`src/rtl/irqp_pkg.sv`:
```
package irqp_pkg;
  localparam int PRIO_W = 8;
  localparam int SRC_W  = 24;
  localparam int WORD_W = PRIO_W + SRC_W;
  localparam logic [PRIO_W-1:0] PRIO_NONE = '1;

  typedef enum logic [2:0] {
    OP_ACCEPT   = 3'd0,
    OP_POLL     = 3'd1,
    OP_CPU_PRIO = 3'd2,
    OP_IPI_PRIO = 3'd3,
    OP_EOI      = 3'd4
  } irqp_op_e;
endpackage

```
`src/rtl/irqp_offer_judge.sv`:
```
module irqp_offer_judge #(
  parameter int PRIO_W = 8
) (
  input  logic [PRIO_W-1:0] cur_prio,
  input  logic              slot_busy,
  input  logic [PRIO_W-1:0] slot_prio,
  input  logic [PRIO_W-1:0] cand_prio,
  output logic              take
);
  // favoured over the processor and strictly better than what sits in the slot
  always_comb begin
    take = (cand_prio < cur_prio) && !(slot_busy && (slot_prio <= cand_prio));
  end
endmodule

```
`src/rtl/irqp_ipi_judge.sv`:
```
module irqp_ipi_judge #(
  parameter int PRIO_W = 8
) (
  input  logic [PRIO_W-1:0] cur_prio,
  input  logic              slot_busy,
  input  logic [PRIO_W-1:0] slot_prio,
  input  logic [PRIO_W-1:0] ipi_prio,
  output logic              fire
);
  always_comb begin
    fire = (ipi_prio < cur_prio) && !(slot_busy && (slot_prio <= ipi_prio));
  end
endmodule

```
`src/rtl/irqp_presenter.sv`:
```
module irqp_presenter
  import irqp_pkg::*;
#(
  parameter int                N_CTL   = 4,
  parameter logic [SRC_W-1:0]  IPI_SRC = 24'd2,
  localparam int               OWN_W   = (N_CTL > 1) ? $clog2(N_CTL) : 1
) (
  input  logic              clk,
  input  logic              rst_n,
  input  logic              offer_valid,
  input  logic [SRC_W-1:0]  offer_src,
  input  logic [PRIO_W-1:0] offer_prio,
  input  logic [OWN_W-1:0]  offer_ctl,
  output logic              offer_hold,
  output logic              offer_taken,
  output logic              bounce_valid,
  output logic [SRC_W-1:0]  bounce_src,
  output logic [OWN_W-1:0]  bounce_ctl,
  input  logic              op_valid,
  input  logic [2:0]        op_code,
  input  logic [WORD_W-1:0] op_wdata,
  output logic              rd_valid,
  output logic [WORD_W-1:0] rd_word,
  output logic [PRIO_W-1:0] rd_ipi_prio,
  output logic              done_valid,
  output logic [SRC_W-1:0]  done_src,
  output logic              resend_req,
  output logic              cpu_irq
);
  // architectural state
  logic [PRIO_W-1:0] q_cppr, n_cppr;
  logic [SRC_W-1:0]  q_src,  n_src;
  logic [PRIO_W-1:0] q_pp,   n_pp;
  logic [PRIO_W-1:0] q_ipi,  n_ipi;
  logic [OWN_W-1:0]  q_own,  n_own;
  logic              q_own_v, n_own_v;
  logic              q_irq,  n_irq;
  logic              state_en;

  // strobe next values
  logic              n_taken, n_bounce, n_rd, n_done, n_resend;
  logic [SRC_W-1:0]  n_bounce_src, n_done_src;
  logic [OWN_W-1:0]  n_bounce_ctl;
  logic [WORD_W-1:0] n_rd_word;
  logic [PRIO_W-1:0] n_rd_ipi;

  irqp_op_e          op;
  logic              busy;
  logic              offer_ok, ipi_fire;
  logic [PRIO_W-1:0] ij_cur, ij_ipi;
  logic [PRIO_W-1:0] w_lo, w_hi;

  assign op         = irqp_op_e'(op_code);
  assign busy       = (q_src != '0);
  assign w_lo       = op_wdata[PRIO_W-1:0];
  assign w_hi       = op_wdata[WORD_W-1:SRC_W];
  assign offer_hold = op_valid;
  assign state_en   = op_valid | offer_valid;

  // one IPI judge shared by the IPI write and the resend paths
  always_comb begin
    ij_cur = q_cppr;
    ij_ipi = q_ipi;
    if (op_valid) begin
      case (op)
        OP_CPU_PRIO: ij_cur = w_lo;
        OP_EOI:      ij_cur = w_hi;
        OP_IPI_PRIO: ij_ipi = w_lo;
        default:     ;
      endcase
    end
  end

  irqp_ipi_judge #(.PRIO_W(PRIO_W)) u_ipi_judge (
    .cur_prio  (ij_cur),
    .slot_busy (busy),
    .slot_prio (q_pp),
    .ipi_prio  (ij_ipi),
    .fire      (ipi_fire)
  );

  irqp_offer_judge #(.PRIO_W(PRIO_W)) u_offer_judge (
    .cur_prio  (q_cppr),
    .slot_busy (busy),
    .slot_prio (q_pp),
    .cand_prio (offer_prio),
    .take      (offer_ok)
  );

  // next-state logic
  always_comb begin
    n_cppr  = q_cppr;
    n_src   = q_src;
    n_pp    = q_pp;
    n_ipi   = q_ipi;
    n_own   = q_own;
    n_own_v = q_own_v;
    n_irq   = q_irq;
    n_taken = 1'b0;
    n_bounce = 1'b0;
    n_bounce_src = '0;
    n_bounce_ctl = '0;
    n_rd      = 1'b0;
    n_rd_word = '0;
    n_rd_ipi  = '0;
    n_done    = 1'b0;
    n_done_src = '0;
    n_resend  = 1'b0;

    if (op_valid) begin
      case (op)
        OP_ACCEPT: begin
          n_rd      = 1'b1;
          n_rd_word = {q_cppr, q_src};
          n_rd_ipi  = q_ipi;
          n_cppr    = q_pp;
          n_src     = '0;
          n_pp      = PRIO_NONE;
          n_own_v   = 1'b0;
          n_irq     = 1'b0;
        end
        OP_POLL: begin
          n_rd      = 1'b1;
          n_rd_word = {q_cppr, q_src};
          n_rd_ipi  = q_ipi;
        end
        OP_CPU_PRIO: begin
          n_cppr = w_lo;
          if (w_lo < q_cppr) begin
            if (busy && (w_lo <= q_pp)) begin
              if (q_own_v) begin
                n_bounce     = 1'b1;
                n_bounce_src = q_src;
                n_bounce_ctl = q_own;
              end
              n_src   = '0;
              n_pp    = PRIO_NONE;
              n_own_v = 1'b0;
              n_irq   = 1'b0;
            end
          end else if (!busy) begin
            n_resend = 1'b1;
            if (ipi_fire) begin
              n_src   = IPI_SRC;
              n_pp    = ij_ipi;
              n_own_v = 1'b0;
              n_irq   = 1'b1;
            end
          end
        end
        OP_IPI_PRIO: begin
          n_ipi = w_lo;
          if (ipi_fire) begin
            if (busy && q_own_v) begin
              n_bounce     = 1'b1;
              n_bounce_src = q_src;
              n_bounce_ctl = q_own;
            end
            n_src   = IPI_SRC;
            n_pp    = ij_ipi;
            n_own_v = 1'b0;
            n_irq   = 1'b1;
          end
        end
        OP_EOI: begin
          n_cppr     = w_hi;
          n_done     = 1'b1;
          n_done_src = op_wdata[SRC_W-1:0];
          if (!busy) begin
            n_resend = 1'b1;
            if (ipi_fire) begin
              n_src   = IPI_SRC;
              n_pp    = ij_ipi;
              n_own_v = 1'b0;
              n_irq   = 1'b1;
            end
          end
        end
        default: ;
      endcase
    end else if (offer_valid) begin
      if (offer_ok) begin
        if (busy && q_own_v) begin
          n_bounce     = 1'b1;
          n_bounce_src = q_src;
          n_bounce_ctl = q_own;
        end
        n_src   = offer_src;
        n_pp    = offer_prio;
        n_own   = offer_ctl;
        n_own_v = 1'b1;
        n_irq   = 1'b1;
        n_taken = 1'b1;
      end else begin
        n_bounce     = 1'b1;
        n_bounce_src = offer_src;
        n_bounce_ctl = offer_ctl;
      end
    end
  end

  // state registers with explicit enable
  always_ff @(posedge clk or negedge rst_n) begin
    if (!rst_n) begin
      q_cppr  <= '0;
      q_src   <= '0;
      q_pp    <= PRIO_NONE;
      q_ipi   <= PRIO_NONE;
      q_own   <= '0;
      q_own_v <= 1'b0;
      q_irq   <= 1'b0;
    end else if (state_en) begin
      q_cppr  <= n_cppr;
      q_src   <= n_src;
      q_pp    <= n_pp;
      q_ipi   <= n_ipi;
      q_own   <= n_own;
      q_own_v <= n_own_v;
      q_irq   <= n_irq;
    end
  end

  // strobe registers
  always_ff @(posedge clk or negedge rst_n) begin
    if (!rst_n) begin
      offer_taken  <= 1'b0;
      bounce_valid <= 1'b0;
      bounce_src   <= '0;
      bounce_ctl   <= '0;
      rd_valid     <= 1'b0;
      rd_word      <= '0;
      rd_ipi_prio  <= '0;
      done_valid   <= 1'b0;
      done_src     <= '0;
      resend_req   <= 1'b0;
    end else begin
      offer_taken  <= n_taken;
      bounce_valid <= n_bounce;
      bounce_src   <= n_bounce_src;
      bounce_ctl   <= n_bounce_ctl;
      rd_valid     <= n_rd;
      rd_word      <= n_rd_word;
      rd_ipi_prio  <= n_rd_ipi;
      done_valid   <= n_done;
      done_src     <= n_done_src;
      resend_req   <= n_resend;
    end
  end

  assign cpu_irq = q_irq;
endmodule

```
`config.mk`:
```
export PLATFORM = sky130hd
export DESIGN_NAME = irqp_presenter
export DESIGN_NICKNAME = d
export VERILOG_FILES = /design/src/rtl/irqp_pkg.sv /design/src/rtl/irqp_offer_judge.sv /design/src/rtl/irqp_ipi_judge.sv /design/src/rtl/irqp_presenter.sv
export SDC_FILE = /design/constraint.sdc
export NUM_CORES = 1
export LEC_CHECK = 0
export BUFFER_PORTS_ARGS = -buffer_cell sky130_fd_sc_hd__buf_2
export CAP_MARGIN = 10
export CORE_MARGIN = 5
export CORE_UTILIZATION = 60
export CTS_BUF_LIST = sky130_fd_sc_hd__clkbuf_8
export CTS_CLUSTER_DIAMETER = 40
export DETAILED_ROUTE_END_ITERATION = 10
export GPL_ROUTABILITY_DRIVEN = 1
export PLACE_DENSITY = 0.87
export SKIP_CTS_REPAIR_TIMING = 1
export SLEW_MARGIN = 5
export SYNTH_ARGS = -nofsm -noshare
export SYNTH_HDL_FRONTEND = slang
export SYNTH_SLANG_ARGS = --single-unit
```
`constraint.sdc`:
```
create_clock -name clk -period 5 [get_ports clk]
set_clock_uncertainty 0.1 [all_clocks]
set_input_delay 0.25 -clock clk [delete_from_list [all_inputs] [get_ports clk]]
set_output_delay 0.25 -clock clk [all_outputs]
set_load 0.01 [all_outputs]
```
==> impl.org, run 1 <==
** Run status
- The flow ran to the end, and the final reports show no timing, DRC or antenna violations.

** Layout
- From synthesis to final layout, the design area changed by 27.39%.
- The final layout contains 971 nets.
- After routing the design area is 0.008920 mm^2.
- In the final layout, the share of cells above drive strength 1 is 28.23%.

** Floorplanning
- Die H :: 118.0 um
- Die outline width :: 118.0 um
- The core region is 0.01142 mm^2.
- Top Ports :: 170
- For this configuration, the core starts out at a cell density of 61.32%.
- The floorplan step defined a die boundary enclosing 0.01393 mm^2.
- The floorplan has 39 rows.

** Timing
- Total of endpoints with negative setup slack in the final report :: 0
- The number of max-slew violations in the final report came to 0.
- Worst hold slack across all endpoints :: 6.336 ps
- At the pin with the least slew margin, the transition time is 1186 ps.
- Post-route minimum period :: 3725 ps
- In the final timing run, aggregate negative setup slack is 0 ps.
- Achievable clock frequency :: 268.4 MHz
- The number of failing hold endpoints at the final stage was 0.
- The worst pin sits at a relative slew slack of 20.56%.
- Of the available clock period, the critical path in the final layout requires 74.50%.
- Setup repair after global routing missed its margin :: false

** Logic synthesis
- Most instantiated library cell after synthesis :: dfrtp_1
- Distinct cells, synth :: 65
- Most instantiated cells after synthesis :: 131 x dfrtp_1, 43 x and2_1, 43 x ha_1
- Counting flops with a built-in enable in the synthesized netlist gives 0.
- Post-synth top area cell :: dfrtp_1
- Sorting the synthesized cells by area gives the leading types as dfrtp_1 47%, ha_1 7.7%, dfstp_2 6.0%.
- Area share of and/or/nand/nor cells after synthesis :: 15.60%
- Number of flip-flops and latches in the synthesized netlist :: 147
- When the netlist entered floorplanning its net count stood at 753.
- For this run, asynchronously set or reset flops after synthesis account for 100.0%.
- Mux share of post-synthesis cell area :: 4.182%
- Most used flip-flop cell after synthesis :: dfrtp_1
- The synthesized netlist devotes 0.1251% of its cell area to XOR and XNOR gates.
- Main combinational cell family by area after synthesis :: simple AND/OR/NAND/NOR gates
- Share of Yosys cell area claimed by the top area cell type :: 46.82%
- Synthesis produced 637 cells.
- Share of the yosys chip area belonging to registers :: 52.82%
- Mean instance size in the synthesized netlist :: 10.99 um^2
- The synthesized netlist devotes 15.49% of its cell area to compound gates.
- In this run the cell area of the synthesized design comes to 0.007002 mm^2.
- Fraction of the mapped netlist area in adder cells :: 7.684%
- Yosys printed 0 warnings.

** Worst setup path
- For the worst flop-to-flop path, the logic depth is 8.
- Kind of launch point of the worst setup path :: input pin
- At the worst endpoint, the arrival time is 4020 ps.
- Type of destination of the critical path :: register
- Data on the critical path is required at its endpoint by 5300 ps.
- Highest fanout seen on the critical path :: 26
- Crit path kind :: in -> reg
- RR Startpoint :: q_src[23]
- Reg-to-reg endpoint :: bounce_src[9]
- For flop-to-flop paths, the worst setup slack is 1430 ps.

** Global routing
- The initial antenna violation count was 1.
- Across every metal layer, demand over resource in global routing totals 27.03%.
- The first global-routing pass estimated 30090 um of wire.
- Largest net degree at the start of global routing :: 88
- The via count of the first global-routing pass came to 5769.
- Overflow left after global routing :: 0

** Place
- At the end of routability-driven placement, the weighted congestion stood at 0.9325.
- Port buffering added 169 buffers.
- Placed Area :: 0.007931 mm^2
- Detailed placer's ending HPWL :: 13720 um

** Detailed routing
- Across all layers, the routed design uses 6010 vias.
- After detailed routing, the total wire length is 20510 um.
- Using the TritonRoute via totals, the vias-per-cell ratio works out to 5.939.
- Routed wire length per instance :: 20.26 um
- ANT nets after route :: 0
- For this run, design rule violations remaining after detail routing come to 0.
- In this run, the number of DRC markers left after iteration 0 of detailed routing was 506.
- First drt pass iteration count :: 5

** Pwr
- Power spread over the standard cell area amounts to 429.2 mW/mm^2.
- Total power for the finished layout comes to 3.829 mW.
- Static leakage :: 4.793 nW
- VDD sags by at most 0.4130 mV.

** Flow run
- Maxcap violations :: 0

** Clock network
- Number of CTS-inserted buffers :: 17
- Clock Pin Slew Worst Setup and Hold Paths :: 100 ps
- The H-tree was split into 4 levels.
- Counting along the longest clock path gives a buffer depth of 2.
- The clock reaches the later pin of the worst-skew pair after 460 ps.
- TritonCTS built the clock tree.
- Number of sinks driven by the clock tree :: 147
- The tree is rooted in a clkbuf_8.

** Worst hold path
- Hold worst-path end :: q_ipi[1]
- The path class of the tightest hold or removal check is in -> reg.
- The worst hold path begins at op_wdata[1].
- Hold depth :: 3
==> worst max-delay path, stage by stage <==
cell and delay, ps:
buf_2 240, nor2b_1 170, buf_4 190, nand2_1 140, nor2_4 230, nand2_1 100
nand2_1 160, inv_1 70, ha_1 300, and4_1 220, and4_1 210, and3_4 180
or3_4 390, nand2_2 150, nand3_4 110, a21oi_4 620, a22o_1 280
==> per-stage QoR <==
step           setup WS [ps]  util, %  std cells
2_1_floorplan           1645        -        637
3_5_place_dp           880.3    69.46        924
6_report                1275    78.12       1012
5_1_grt                 1052    78.12       1012
4_1_cts                 1353    73.27        956
3_3_place_gp            1030    69.46        924
==> final cells by class <==
cell class              count  area, um^2
clock inverters            15       201.4
repair buffers            230        1448
fillers                   717        2499
clock buffers              17       234.0
inverters                  35       131.4
multi-input cells         424        3025
diodes                      1       2.502
well taps                 143       178.9
flip-flops and latches    147        3699
==> how the worst max path moves through the flow <==
| stage | to | cells after the start | from |
|---|---|---|---|
| after floorplan | bounce_src[10] | 18 | op_code[2] |
| after global placement | bounce_src[3] | 17 | op_code[1] |
| after detailed placement | bounce_src[18] | 17 | op_code[1] |
| after CTS | bounce_src[5] | 17 | op_code[1] |
| after global routing | bounce_src[9] | 17 | op_code[1] |
| final | bounce_src[9] | 17 | op_code[1] |
==> state kept, by name, summed over array words and instances, names as in the netlist <==
signal	cells
rd_word	32
bounce_src	24
done_src	24
q_src	24
q_cppr	8
q_ipi	8
q_pp	8
rd_ipi_prio	8
bounce_ctl	2
q_own	2
bounce_valid	1
cpu_irq	1
done_valid	1
offer_taken	1
q_own_v	1
rd_valid	1
resend_req	1
==> cell usage in the layout (no fill, tap or decap), types with 3 or more instances in the layout <==
| cell | Yosys | routed |
|---|---|---|
| a211oi_1 | 8 | 8 |
| a21o_1 | 6 | 6 |
| a21oi_1 | 31 | 31 |
| a22o_1 | 28 | 28 |
| a22oi_1 | 15 | 15 |
| and2_1 | 43 | 42 |
| and3_1 | 27 | 27 |
| and4_1 | 3 | 3 |
| buf_2 | 7 | 168 |
| buf_4 | 4 | 6 |
| bufinv_16 | 0 | 3 |
| clkbuf_8 | 0 | 17 |
| clkinv_4 | 0 | 4 |
| dfrtp_1 | 131 | 131 |
| dfstp_2 | 16 | 16 |
| dlygate4sd3_1 | 0 | 55 |
| ha_1 | 43 | 43 |
| inv_1 | 34 | 34 |
| mux2_2 | 3 | 3 |
| mux2i_1 | 23 | 23 |
| nand2_1 | 40 | 40 |
| nand2b_1 | 3 | 3 |
| nand3_1 | 6 | 6 |
| nand4_1 | 4 | 4 |
| nor2_1 | 40 | 40 |
| nor2b_1 | 9 | 8 |
| nor3_1 | 6 | 6 |
| nor4_1 | 6 | 6 |
| o211ai_1 | 5 | 5 |
| o21ai_0 | 22 | 22 |
| o21ai_1 | 8 | 8 |
==> cell families after synthesis <==
| group | count (synthesis) |
|---|---|
| AO/OA/AOI/OAI | 153 |
| XOR/XNOR | 1 |
| adder cells (fa/ha/maj) | 43 |
| buffers and inverters | 66 |
| flip-flops | 147 |
| multiplexers | 28 |
| AND/OR/NAND/NOR | 199 |
==> power by group <==
group / switching [mW] / internal (mW) / leakage [nW] / total (mW)
Sequential: 0.198 / 1.42 / 1.94 / 1.62
Clock: 0.501 / 0.508 / 0.213 / 1.01
Combinational: 0.696 / 0.501 / 2.64 / 1.20
Total: 1.40 / 2.43 / 4.79 / 3.83
==> metal layers <==
metal	routed length (um)	vias to the layer above	part of all wire (%)	track usage, %
li1	-	2705	-	-
met1	8082	2949	39	35.90
met2	10210	313	50	41.83
met3	1774	43	8.7	8.265
met4	435	0	2.1	10.32
met5	0	-	0	0
Power figures use the tool's default switching activity.
==> run 2: changes to the inputs <==
--- a/config.mk
+++ b/config.mk
@@ -5,15 +5,16 @@
 export SDC_FILE = /design/constraint.sdc
 export NUM_CORES = 1
 export LEC_CHECK = 0
+export ABC_AREA = 1
 export BUFFER_PORTS_ARGS = -buffer_cell sky130_fd_sc_hd__buf_2
 export CAP_MARGIN = 10
 export CORE_MARGIN = 5
-export CORE_UTILIZATION = 60
+export CORE_UTILIZATION = 56
 export CTS_BUF_LIST = sky130_fd_sc_hd__clkbuf_8
 export CTS_CLUSTER_DIAMETER = 40
 export DETAILED_ROUTE_END_ITERATION = 10
 export GPL_ROUTABILITY_DRIVEN = 1
-export PLACE_DENSITY = 0.87
+export PLACE_DENSITY = 0.81
 export SKIP_CTS_REPAIR_TIMING = 1
 export SLEW_MARGIN = 5
 export SYNTH_ARGS = -nofsm -noshare
==> constraint.sdc (replaced) <==
create_clock -name clk -period 3.7 [get_ports clk]
set_clock_uncertainty 0.1 [all_clocks]
set_input_delay 0.185 -clock clk [delete_from_list [all_inputs] [get_ports clk]]
set_output_delay 0.185 -clock clk [all_outputs]
set_load 0.01 [all_outputs]
==> run 2 against run 1 <==
  * The run now ends with negative hold slack left
  * Worst setup slack got worse by 680 ps
  * Sequential power rose by 33%
  * First-iteration DRC count rose by 38%
  * Core utilization fell by 6.7 points
  * Synthesized cell count rose by 48%
  * Synthesized area rose by 8.0%
  * Global-route usage fell by 2.7 points
  * Sequential share of layout area fell by 2.4 points
  * Sequential cell count did not move
==> impl.org, run 2 <==
** Run status
- Result of the run :: finished with violations
- The final reports fail on negative hold slack.

** Layout
- Final Util :: 71.41% (-6.7 points)
- Design area :: 0.009457 mm^2 (+6.0%)
- The flip-flop count of the largest register after layout is 32 (unchanged).
- Largest register by flop count :: rd_word
- Antenna diodes :: 0 (-1)
- The fraction of layout instances using a drive strength above 1 is 23.75% (-4.5 points).
- The area occupied by multi-input gates is 0.003122 mm^2 (+3.2%).
- The register cell area after layout came to 0.003699 mm^2 (unchanged).
- Relative to the synthesized area, the layout overhead comes to 25.07%.
- Commonest cells after routing, fill and taps aside :: 246 x nand2_1, 168 x buf_2, 147 x inv_1
- Fin nets :: 1282 (+32%)
- The library cell used most frequently in the layout, excluding fill and tap cells, is nand2_1.
- The number of inserted filler cells in the final layout is 1025 (+43%).

** Worst setup path
- Cell type with the highest occurrence count on the critical path :: nand2_1
- Crit path cell chain :: inv_1 > ha_1 > o21a_1 > o211ai_1 > nand2_1 > a21oi_1 > nand2_1 > buf_4 > inv_2 > a21oi_1 > nor2_1 > nand3_4 > nand2_1 > nand2_1
- STA classifies the critical path startpoint as a register.
- Crit path kind :: reg -> reg
- Worst Path Required :: 3920 ps (-1380 ps)
- Type of destination of the critical path :: register
- WP data arrival :: 3330 ps (-690 ps)
- The peak fanout along the critical path was 28 (+7.7%).
- Among all stages on the critical path, the largest delay is contributed by nand3_4.
- The delay of the slowest cell on the worst path came to 410 ps (-210 ps).

** Worst hold path
- The tightest min-delay check is of the in -> reg type.

** Logic synthesis
- Post-synth top area cell :: dfrtp_1
- Mux share of post-synthesis cell area :: 0% (-4.2 points)
- Fraction of the mapped netlist area in adder cells :: 7.116% (-0.57 points)
- The netlist area before placement was 0.007561 mm^2 (+8.0%).
- The register area share after synthesis came to 48.92% (-3.9 points).
- Yosys instantiated no cell more often than nand2_1.
- The number of flops mapped to enable cells by yosys is 0 (unchanged).
- The share of synthesized cell area in and, or, nand and nor gates was 27.35% (+12 points).
- Share of the synthesized area in compound gates (AO/OA/AOI/OAI) :: 6.785% (-8.7 points)
- The area share of xor/xnor cells in the synthesized design is 0% (-0.13 points).
- Syn. warnings :: 0 (unchanged)
- The count of cell types in the netlist came to 32 (-51%).
- Ranked by total cell area, the synthesized netlist is headed by dfrtp_1 43%, nand2_1 12%, inv_1 7.2%.
- The average footprint of a synthesized cell is 8.027 um^2 (-27%).
- The top-area cell type share of the netlist area is 43.36% (-3.5 points).
- Most used flip-flop cell after synthesis :: dfrtp_1
- Most instantiated cells after synthesis :: 246 x nand2_1, 146 x inv_1, 131 x dfrtp_1
- Number of instances in the synthesized netlist :: 942 (+48%)
- The share of flip-flops with an asynchronous set or reset after synthesis came to 100.0% (unchanged).
- The register bit total from synthesis came to 147 (unchanged).
- By area, the combinational part of the netlist is dominated by simple AND/OR/NAND/NOR gates.
- The synthesized netlist net count was 1058 (+41%).

** Global routing
- Grt met3 use :: 4.996% (-3.3 points)
- Largest net degree at the start of global routing :: 97 (+10%)
- Global routing met2 resource utilization :: 37.28% (-4.6 points)
- Number of global-route vias before repair :: 6201 (+7.5%)
- Overflow left after global routing :: 0 (unchanged)
- Wire length of the first global-routing pass :: 31180 um (+3.6%)
- The layer flagged by global routing as most heavily used is met2.
- The all-layer global routing usage was 24.35% (-2.7 points).
- GRT met1 Usage :: 34.66% (-1.2 points)
- The initial antenna violation count was 0 (-1).

** Timing
- The transition at the pin with the smallest max-transition slack is 949.7 ps (-236.5 ps).
- The final critical path takes up 84.05% of the cycle.
- Count of final max-slew check failures :: 0 (unchanged)
- Number of hold violations in the final report :: 7 (+7)
- The worst hold slack was -22.05 ps (-28.39 ps).
- Total of endpoints with negative setup slack in the final report :: 0 (unchanged)
- Total negative slack :: 0 ps (unchanged)
- The normalized max-slew margin is 36.69% (+16 points).
- Setup repair after global routing missed its margin :: false
- Achievable clock frequency :: 321.6 MHz
- Post-route minimum period :: 3110 ps

** Clock network
- The clock transition at the registers of the reported paths is 80 ps (-20 ps).
- CTS root buffer :: clkbuf_8
- The clock sink total came to 147 (unchanged).
- The clock insertion delay at the later pin of the skew report was 450 ps (about the same).
- The number of buffers created by CTS came to 17 (unchanged).
- The level count of the clock H-tree was 4 (unchanged).
- Maximum count of clock buffers along a single path :: 2 (unchanged)
- TritonCTS built the clock tree.

** Detailed routing
- Number of DRC violations after detailed-routing iteration 0 :: 698 (+38%)
- The number of vias after detailed routing was 6921 (+15%).
- The total detailed-routing wirelength is 20170 um (-1.6%).
- Number of DRC violations after detailed routing :: 0 (unchanged)
- Vias per cell :: 5.108 (-14%)
- The number of search-and-repair iterations in the first detailed-routing pass is 6 (+1).
- The average wire per cell in the routed design was 14.89 um (-27%).
- ANT nets after route :: 0 (unchanged)

** Place
- The last weighted congestion value of the routability-driven placer was 0.9533 (+2.2%).
- Detailed placer's ending HPWL :: 14110 um (+2.8%)
- The quantity of I/O buffers inserted on ports came to 169 (unchanged).
- The post-detailed-placement cell area is 0.008594 mm^2 (+8.4%).

** Floorplanning
- The number of rows created at floorplan was 42 (+7.7%).
- The effective utilization at floorplan is 57.10% (-4.2 points).
- Die outline width :: 126.2 um (+6.9%)
- The die area is 0.01593 mm^2 (+14%).
- Top Ports :: 170 (unchanged)
- Die H :: 126.2 um (+6.9%)
- Core area :: 0.01324 mm^2 (+16%)

** Pwr
- Power density normalized to cell area :: 584.7 mW/mm^2 (+36%)
- Overall power after layout :: 5.529 mW (+44%)
- The leakage power was 5.578 nW (+16%).
- IR drop worst, VDD :: 0.3985 mV (-3.5%)

** Flow run
- The number of maximum-capacitance violations is 0 (unchanged).
==> run 2: final cells by class <==
| type | count | area share [%] |
|---|---|---|
| sequential | 147 | 39.11 |
| clock buffer | 18 | 2.620 |
| multi-input combinational | 610 | 33.01 |
| clock inverter | 14 | 1.098 |
| tap | 176 | 2.329 |
| inverter | 153 | 6.073 |
| timing repair buffer | 237 | 15.76 |
==> run 2: final timing paths <==
| check | start | endpoint | slack (ps) | depth (start not counted) |
|---|---|---|---|---|
| max in group asynchronous | rst_n | q_ipi[7] | 2300 | 3 |
| hold / removal | op_wdata[6] | done_src[6] | -20 | 3 |
| hold reg to reg | q_own[1] | q_own[1] | 380 | 2 |
| setup reg to reg | q_cppr[1] | q_own_v | 590 | 14 |
| min in group asynchronous | rst_n | bounce_ctl[0] | 310 | 2 |
| setup / recovery | q_cppr[1] | q_own_v | 590 | 14 |
==> run 2: per-stage QoR <==
| stage | setup WS [ps] | hold WS, ps | instances |
|---|---|---|---|
| global route | 452.1 | 5.408 | 1355 |
| global placement | 508.4 | 242.7 | 1272 |
| finish | 590.3 | -22.05 | 1355 |
| floorplan | 1106 | -210.6 | 942 |
| CTS | 622.5 | -252.0 | 1304 |
| detailed placement | 396.3 | 247.1 | 1272 |
==> run 2: power by group <==
part,leakage (nW),internal (mW),switching [mW],total [mW]
Combinational,3.45,0.780,1.46,2.24
Clock,0.175,0.487,0.635,1.12
Sequential,1.95,1.93,0.238,2.16
Total,5.58,3.19,2.34,5.53
==> run 2: metal layers <==
| layer | up-vias | wire [um] |
|---|---|---|
| li1 | 3378 | - |
| met1 | 3184 | 8802 |
| met2 | 317 | 9277 |
| met3 | 42 | 1595 |
| met4 | 0 | 498 |
| met5 | - | 0 |
==> run 2: cells by family (layout without fill, tap and decap cells) <==
kind of cell,count (synthesis),count (layout)
adders and majority gates,43,43
and+or+nand+nor,472,472
DFF,147,147
AOI/OAI and AO/OA,95,95
buffers and inverters,185,422
==> run 2: critical path: cells and delay by family (launching register included) <==
family | cells | cell delay (ps)
AOI/OAI and AO/OA | 4 | 520
DFF | 1 | 360
buffers and inverters | 3 | 550
adders and majority gates | 1 | 280
and+or+nand+nor | 6 | 1150
==> run 3: changes to the inputs <==
==> constraint.sdc (replaced) <==
create_clock -name clk -period 3.02 [get_ports clk]
set_clock_uncertainty 0.1 [all_clocks]
set_input_delay 0.151 -clock clk [delete_from_list [all_inputs] [get_ports clk]]
set_output_delay 0.151 -clock clk [all_outputs]
set_load 0.01 [all_outputs]
==> run 3 against run 2 <==
  * The flow still finishes with violations (negative hold slack)
  * Highest routed layer unchanged
  * Worst setup slack got worse by 410 ps
  * First-iteration DRC count decreased by 1.4%
  * Critical endpoint unchanged
  * Sequential cell count stayed put
  * Critical path depth grew 1
  * Register-to-register slack worse by 410 ps
  * Largest cell class unchanged
  * Final area increased by 3.5%
==> impl.org, run 3 (synthesized netlist as in run 2, its figures left out) <==
** Run status
- Result of the run :: finished with violations
- Violations in the final reports :: negative hold slack

** Timing
- Post-route minimum period :: 2843 ps (-266.4 ps)
- The number of max-slew violations in the final report is 0 (unchanged).
- Ratio of final minimum period to clock period :: 94.15% (+10 points)
- Slew @ Worst Pin :: 769.2 ps (-180.4 ps)
- The worst hold slack was -45.90 ps (-23.85 ps).
- The sum of negative setup slack is 0 ps (unchanged).
- The number of failing hold endpoints at the final stage came to 3 (-4).
- Achievable clock frequency :: 351.7 MHz (+9.4%)
- The setup-violating endpoint count in the final report was 0 (unchanged).
- The normalized max-slew margin was 48.53% (+12 points).

** Detailed routing
- First drt pass iteration count :: 5 (-1)
- Wire length after detailed routing :: 21430 um (+6.2%)
- The number of remaining DRC errors was 0 (unchanged).
- The number of vias after detailed routing is 7107 (+2.7%).
- The average wire per cell in the routed design was 15.50 um (+4.1%).
- Number of DRC violations after detailed-routing iteration 0 :: 688 (-1.4%)
- ANT nets after route :: 0 (unchanged)
- Vias per cell :: 5.143 (+0.68%)

** Worst setup path
- Crit path kind :: reg -> reg
- WP data arrival :: 3060 ps (-270 ps)
- Library cell contributing the largest single delay on the critical path :: dfstp_2
- Highest fanout seen on the critical path :: 13 (-54%)
- Kind of launch point of the worst setup path :: register
- The most numerous cell type found on the critical path is nand2_1.
- The delay of the slowest cell on the worst path is 590 ps (+180 ps).
- Worst Path Required :: 3240 ps (-680 ps)
- The critical path goes through inv_1 > ha_1 > a21oi_1 > o21ai_0 > nand2_1 > o211ai_1 > o41ai_2 > nand2_1 > nand2_1 > nand2_1 > nor2_1 > nand3_4 > buf_12 > nand2_1 > nand2_1.
- The worst setup path is captured at a register.
- The number of cells on the worst reg-to-reg path is 15 (+1).

** Pwr
- Static leakage :: 5.737 nW (+2.8%)
- IR drop worst, VDD :: 0.4455 mV (+12%)
- The power density over the cells is 734.5 mW/mm^2 (+26%).

** Clock network
- TritonCTS built the clock tree.
- The number of buffers created by CTS came to 17 (unchanged).
- The buffer depth of the longest clock path came to 2 (unchanged).
- The clock transition at the registers of the reported paths was 90 ps (about the same).
- CTS H-tree lvls :: 4 (unchanged)
- Later-pin clock latency in the skew report :: 460 ps (about the same)
- In this run the clock root is driven by a clkbuf_8.
- The clock sink total came to 147 (unchanged).

** Layout
- Fraction of layout instances using a drive strength above 1 :: 24.92% (+1.2 points)
- Number of filler instances in the final layout :: 990 (-3.4%)
- Largest register by flop count :: rd_word
- The flip-flop count of the largest register after layout was 32 (unchanged).
- The number of nets at the end of the flow came to 1307 (+2.0%).
- Final Util :: 73.90% (+2.5 points)
- Compared with the post-synthesis result, the final layout area differs by 29.44%.
- Commonest non-fill, non-tap cell in the layout :: nand2_1
- The library cells used most frequently in the layout, excluding fill and tap cells, are 246 x nand2_1, 168 x buf_2, 146 x inv_1.

** Flow run
- Maxcap violations :: 0 (unchanged)

** Floorplanning
- The die boundary width is 126.2 um (unchanged).
- Die H :: 126.2 um (unchanged)
- The area of the core was 0.01324 mm^2 (unchanged).
- The effective utilization at floorplan was 57.10% (unchanged).
- The die area is 0.01593 mm^2 (unchanged).
- The number of rows created at floorplan came to 42 (unchanged).
- The number of primary I/O pins was 170 (unchanged).

** Global routing
- The all-layer global routing usage was 25.21% (+0.86 points).
- Number of antenna violations at the first check in global routing :: 2 (+2)
- Overflow left after global routing :: 0 (unchanged)
- Wire length of the first global-routing pass :: 32310 um (+3.6%)
- The via count of the first global-routing pass is 6492 (+4.7%).
- Largest net degree at the start of global routing :: 103 (+6.2%)

** Worst hold path
- In this run the worst hold path is classified as in -> reg.
- Hold depth :: 5 (+2)

** Place
- The quantity of I/O buffers inserted on ports was 169 (unchanged).
- The last weighted congestion value of the routability-driven placer is 0.8994 (-5.7%).
- Detailed placer's ending HPWL :: 14790 um (+4.8%)
-- run 3: power breakdown --
part	internal (mW)	switching (mW)	total, mW
clock network	0.720	0.820	1.54
logic	1.12	1.88	3.00
registers	2.36	0.291	2.65
total	4.20	2.99	7.19
-- run 3: final cells by class --
cell class / instances / area (um^2) / area share (%)
Inverter: 153 / 574.3 / 5.868
Sequential cell: 147 / 3699 / 37.79
Multi-Input combinational cell: 610 / 3129 / 31.97
Clock buffer: 19 / 261.5 / 2.672
Antenna cell: 2 / 5.005 / 0.05114
Tap cell: 176 / 220.2 / 2.250
Timing Repair Buffer: 262 / 1758 / 17.96
Clock inverter: 13 / 140.1 / 1.432
-- run 3: worst paths after layout --
path / start / endpoint / slack (ps)
max in group asynchronous: rst_n / q_ipi[0] / 1870
setup / recovery: q_pp[1] / q_own_v / 180
hold / removal: offer_prio[7] / q_pp[7] / -50
setup reg to reg: q_pp[1] / q_own_v / 180
hold reg to reg: q_ipi[5] / rd_ipi_prio[5] / 380
min in group asynchronous: rst_n / rd_word[30] / 80
-- run 3: metal layers --
metal,up-vias,GRT usage [%],part of all wire (%)
li1,3427,-,-
met1,3302,35.17,42
met2,326,38.94,47
met3,52,5.588,8.1
met4,0,9.211,3.3
met5,-,0,0
-- run 3: stage by stage --
stage	hold slack (ps)	worst slack, ps	area, um^2	instances	total power [mW]
4_1_cts	-485.7	160.4	9194	1322	7.117
6_report	-45.90	176.7	9787	1382	7.188
2_1_floorplan	-244.6	459.6	7561	942	4.513
3_5_place_dp	10.36	77.96	8792	1290	5.560
3_3_place_gp	10.86	148.9	8792	1290	5.480
5_1_grt	8.341	-19.57	9787	1382	7.683
-- run 3: worst max-delay path, delay by kind of cell, from the launching register on --
kind | cells | cell delay [ps]
AOI/OAI and AO/OA | 4 | 450
buffers and inverters | 2 | 290
DFF | 1 | 590
and+or+nand+nor | 8 | 950
adders and majority gates | 1 | 310
